`src/rtl/dbrk_pkg.sv`:
```
package dbrk_pkg;
  // Control register bit positions
  localparam int CTL_RD_EN   = 0;
  localparam int CTL_WR_EN   = 1;
  localparam int CTL_BIG_END = 2;
  localparam int CTL_TRAP_CLR = 3;
  // Widest access spans 2^MAX_IGNORE bytes
  localparam int MAX_IGNORE  = 4;

  typedef struct packed {
    logic loadBp;
    logic bigEndian;
  } dpStrobe_t;
endpackage

```
`src/rtl/dbrk_datapath.sv`:
```
module dbrk_datapath
  import dbrk_pkg::*;
#(
  parameter int ADDR_W = 32,
  parameter int SIZE_W = 3
) (
  input  logic              clk,
  input  logic              rstN,
  input  dpStrobe_t         strobe,
  input  logic [ADDR_W-1:0] cfgWrData,
  input  logic [ADDR_W-1:0] accAddr,
  input  logic [SIZE_W-1:0] accSize,
  output logic              addrMatch,
  output logic [ADDR_W-1:0] adjAddr
);
  localparam int HI_W = ADDR_W - MAX_IGNORE;

  logic [ADDR_W-1:0]     bpAddr;
  logic [MAX_IGNORE-1:0] ignoreBit;
  logic [ADDR_W-1:0]     cmpMask;
  logic [2:0]            beLow;

  always_ff @(posedge clk or negedge rstN) begin
    if (!rstN)             bpAddr <= '0;
    else if (strobe.loadBp) bpAddr <= cfgWrData;
  end

  // one ignore flag per low address bit, set when the size spans it
  for (genvar i = 0; i < MAX_IGNORE; i++) begin : g_ign
    assign ignoreBit[i] = (32'(accSize) > i);
  end

  assign cmpMask   = {{HI_W{1'b1}}, ~ignoreBit};
  assign addrMatch = (((accAddr ^ bpAddr) & cmpMask) == '0);

  assign beLow   = ~accAddr[2:0] & ~ignoreBit[2:0];
  assign adjAddr = strobe.bigEndian ? {accAddr[ADDR_W-1:3], beLow} : accAddr;
endmodule

```
`src/rtl/dbrk_ctrl.sv`:
```
module dbrk_ctrl
  import dbrk_pkg::*;
(
  input  logic      clk,
  input  logic      rstN,
  input  logic      cfgWrEn,
  input  logic      cfgSel,
  input  logic [3:0] cfgBits,
  input  logic      accValid,
  input  logic      accWrite,
  input  logic      addrMatch,
  output dpStrobe_t strobe,
  output logic      hit,
  output logic      trapFlag
);
  logic rdEn, wrEn, bigEnd;
  logic ctlWrite, clrReq;

  assign ctlWrite = cfgWrEn && cfgSel;
  assign clrReq   = ctlWrite && cfgBits[CTL_TRAP_CLR];

  always_ff @(posedge clk or negedge rstN) begin
    if (!rstN) begin
      rdEn   <= 1'b0;
      wrEn   <= 1'b0;
      bigEnd <= 1'b0;
    end else if (ctlWrite) begin
      rdEn   <= cfgBits[CTL_RD_EN];
      wrEn   <= cfgBits[CTL_WR_EN];
      bigEnd <= cfgBits[CTL_BIG_END];
    end
  end

  assign hit = accValid && addrMatch && (accWrite ? wrEn : rdEn);

  always_ff @(posedge clk or negedge rstN) begin
    if (!rstN)       trapFlag <= 1'b0;
    else if (hit)    trapFlag <= 1'b1;
    else if (clrReq) trapFlag <= 1'b0;
  end

  always_comb begin
    strobe.loadBp    = cfgWrEn && !cfgSel;
    strobe.bigEndian = bigEnd;
  end
endmodule

```
`src/rtl/dbrk_watch.sv`:
```
module dbrk_watch
  import dbrk_pkg::*;
#(
  parameter int ADDR_W = 32
) (
  input  logic              clk,
  input  logic              rstN,
  input  logic              cfgWrEn,
  input  logic              cfgSel,
  input  logic [ADDR_W-1:0] cfgWrData,
  input  logic              accValid,
  input  logic              accWrite,
  input  logic [2:0]        accSize,
  input  logic [ADDR_W-1:0] accAddr,
  output logic [ADDR_W-1:0] adjAddr,
  output logic              hit,
  output logic              trapFlag
);
  dpStrobe_t strobe;
  logic      addrMatch;

  dbrk_ctrl u_ctrl (
    .clk(clk), .rstN(rstN), .cfgWrEn(cfgWrEn), .cfgSel(cfgSel),
    .cfgBits(cfgWrData[3:0]), .accValid(accValid), .accWrite(accWrite),
    .addrMatch(addrMatch), .strobe(strobe), .hit(hit), .trapFlag(trapFlag)
  );

  dbrk_datapath #(.ADDR_W(ADDR_W), .SIZE_W(3)) u_dp (
    .clk(clk), .rstN(rstN), .strobe(strobe), .cfgWrData(cfgWrData),
    .accAddr(accAddr), .accSize(accSize), .addrMatch(addrMatch),
    .adjAddr(adjAddr)
  );
endmodule

```
`config.mk`:
```
export PLATFORM = sky130hd
export DESIGN_NAME = dbrk_watch
export DESIGN_NICKNAME = d
export VERILOG_FILES = /design/src/rtl/dbrk_pkg.sv /design/src/rtl/dbrk_datapath.sv /design/src/rtl/dbrk_ctrl.sv /design/src/rtl/dbrk_watch.sv
export SDC_FILE = /design/constraint.sdc
export NUM_CORES = 1
export LEC_CHECK = 0
export ABC_AREA = 1
export BUFFER_PORTS_ARGS = -buffer_cell sky130_fd_sc_hd__buf_2
export CORE_ASPECT_RATIO = 1.2
export CORE_MARGIN = 2
export CORE_UTILIZATION = 50
export DETAILED_ROUTE_END_ITERATION = 6
export PLACE_DENSITY_LB_ADDON = 0.1
export SLEW_MARGIN = 20
export SYNTH_ARGS = -nofsm -noshare
export SYNTH_HDL_FRONTEND = slang
export SYNTH_HIERARCHICAL = 1
export SYNTH_SLANG_ARGS = --single-unit
```
`constraint.sdc`:
```
create_clock -name clk -period 2.7 [get_ports clk]
set_input_delay 0.27 -clock clk [delete_from_list [all_inputs] [get_ports clk]]
set_output_delay 0.27 -clock clk [all_outputs]
set_load 0.005 [all_outputs]
```
==> key figures <==
Synth
  – Largest family of logic cells by synthesized area: simple AND/OR/NAND/NOR gates
  – Compound-gate portion of the synthesized area: 0.0553
  – Post-synth top area share: 0.398
  – Post-synthesis xor/xnor area fraction: 0.0387
  – Synthesized instance count: 308
  – YS warnings: 6
  – Most common cell in the netlist: nand2_1
  – Ys flop type: dfrtp_1
  – Post-synth EDFFs: 0
  – Leading area contributor after synthesis: dfrtp_1
  – Unique masters post-synth: 18
  – Synth Cell Area: 2260 µm²
  – Sequential fraction of the synthesis area: 0.398
  – Area share of fa/ha/maj cells after synthesis: 0
  – Post-synthesis simple-gate area fraction: 0.246
  – Synth Net Count: 381
  – Asr flop ratio synth: 1.00
  – Commonest cells post-synth: nand2_1, inv_1, dfrtp_1
  – Mux contribution to synthesized area: 0.0680
  – Flop and latch count out of synthesis: 36
  – Ranking of synthesized cells by area: dfrtp_1, nand2_1, buf_4
  – Mapped Avg Cell Area: 7.34 µm²

CTS
  – Clk Latency, worst-skew pair: 0.28 ns
  – Total CTS buffers: 5
  – H-tree level count: 2
  – Root buffer cell: clkbuf_8
  – Clock Sinks: 36
  – Postcts setup bufs: 0
  – CTS tree: done
  – Clk buf depth: 2
  – Worst-path clk slew: 0.07 ns
  – Hold Buf Count CTS: 0
  – # resized after CTS: 0

Worst setup path
  – Crit start category: register
  – CP max stage cell: dfrtp_1
  – Slowest Stage Delay on Critical Path: 0.37 ns
  – Critical Path AT: 1.66 ns
  – Levels on crit path: 12
  – CP Cell Sequence: nand2_1 > nand2_1 > nor2_1 > nand2_1 > nor2_1 > nand3_1 > nor2_1 > nand2_1 > inv_1 > nand2_1 > inv_1 > buf_2
  – CP Data Required Time: 2.43 ns
  – R2R depth: 11
  – Most used cell, CP: nand2_1
  – CP top delay family: simple AND/OR/NAND/NOR gates
  – Critical path endpoint category: output port
  – Critical Path Fanout Max: 2
  – Internal reg-to-reg setup slack: 1.37 ns
  – Path type of the worst setup path: register to output port
  – Crit path buf inv count: 3

Drt
  – Initial drt markers: 64
  – Routed WL: 4500 µm
  – Post-route ant nets: 0
  – Vias: 1979
  – Routed wire length per instance: 10.2 µm
  – DRC violations left: 0
  – First-pass iteration count of the detailed router: 4
  – Via density: 4.47

GRT
  – Initial antenna violation count: 0
  – Global-route wire length before repair: 7400 µm
  – Largest net degree at the start of global routing: 37
  – Total GRT Usage: 0.190
  – Vias in the first global route: 1802
  – Gr ovfl total: 0

Place
  – DP Area: 2620 µm²
  – I/O Buffers: 106
  – GP Congestion: 0.718
  – HPWL Detailed: 3540 µm
  – Inst Count DP: 435

Floorplan
  – Die area: 5080 µm²
  – Num rows: 26
  – CORE AREA: 4290 µm²
  – I/O pin count: 107
  – Initial core utilization: 0.527
  – Die Width: 65.4 µm
  – Die H: 77.7 µm

Timing
  – Fin Clk Skew: 0.00553 ns
  – Max-slew headroom: 0.469
  – Final Hold Vio Count: 0
  – Worst-Margin Slew: 0.796 ns
  – Setup TNS: 0 ns
  – Fin. max-slew vios: 0
  – RSZ-0062 raised after global routing: no
  – Final cycle utilization of the critical path: 0.714
  – Setup violators final: 0
  – Minimum clock period: 1.93 ns
  – Maximum clock frequency: 0.519 GHz

Run status
  – Status: completed

Final layout
  – Non-filler cells, final: 443
  – Number of diodes: 0
  – P&R area growth vs syn: 20.0%
  – Layout Nets: 459
  – Final Core Density: 0.632
  – Fin area: 2710 µm²
  – Layout cells sized above 1: 0.326

Power
  – Power consumption: 1.36 mW
  – Power Density: 502 nW/µm²
  – Pleak: 1.60 nW
  – Peak VDD IR: 0.466 mV

Run
  – Max Cap Viol: 0

Min path
  – Tightest Hold Check Type: input port to async pin
final timing paths:
path	from	end
setup / recovery	u_dp/bpAddr[12]	hit
hold / removal	rstN	u_dp/bpAddr[7]
setup reg to reg	u_dp/bpAddr[12]	u_ctrl/trapFlag
hold reg to reg	u_ctrl/trapFlag	u_ctrl/trapFlag
max in group asynchronous	rstN	u_dp/bpAddr[1]
min in group clk	cfgWrData[10]	u_dp/bpAddr[10]
cells in the final DEF (no fill, tap or decap), drive strengths merged:
cell type,count
nand2,112
xnor2,4
xor2,6
nor2,22
nand3,9
a21oi,1
inv,46
nor3,1
dfrtp,36
buf,107
clkbuf,8
mux2,11
o21ai,24
sequential cells by signal (all words and copies together), names as in the netlist:
signal           flops
u_dp/bpAddr         32
u_ctrl/bigEnd        1
u_ctrl/rdEn          1
u_ctrl/trapFlag      1
u_ctrl/wrEn          1
metrics by stage:
stage	hold WS [ns]	setup slack, ns
floorplan	-0.0256	1.36
global placement	0.413	1.09
detailed placement	0.416	1.05
CTS	0.101	0.766
global route	0.134	0.542
finish	0.0661	0.772
layout make-up:
class / instances / area, µm²
fillers: 425 / 1580
flip-flops and latches: 36 / 901
clock buffers: 8 / 90.1
inverters: 46 / 173
repair buffers: 107 / 551
multi-input cells: 190 / 930
well taps: 56 / 70.1
report_power, final:
group	switching [mW]	internal, mW	leakage [nW]
clock	0.184	0.208	0.0455
combinational	0.159	0.159	1.12
sequential	0.0429	0.610	0.438
total	0.386	0.977	1.60
cell families after synthesis:
| kind of cell | Yosys count |
|---|---|
| simple gates | 144 |
| buf+inv | 82 |
| mux | 11 |
| xor+xnor | 10 |
| compound gates | 25 |
| flops | 36 |
metal layers:
| layer | global-route usage | wire length (µm) | vias up |
|---|---|---|---|
| li1 | - | - | 1055 |
| met1 | 0.217 | 1870 | 860 |
| met2 | 0.337 | 2270 | 59 |
| met3 | 0.0551 | 302 | 5 |
| met4 | 0.0625 | 58 | 0 |
| met5 | 0 | 0 | - |
Power figures use the tool's default switching activity.
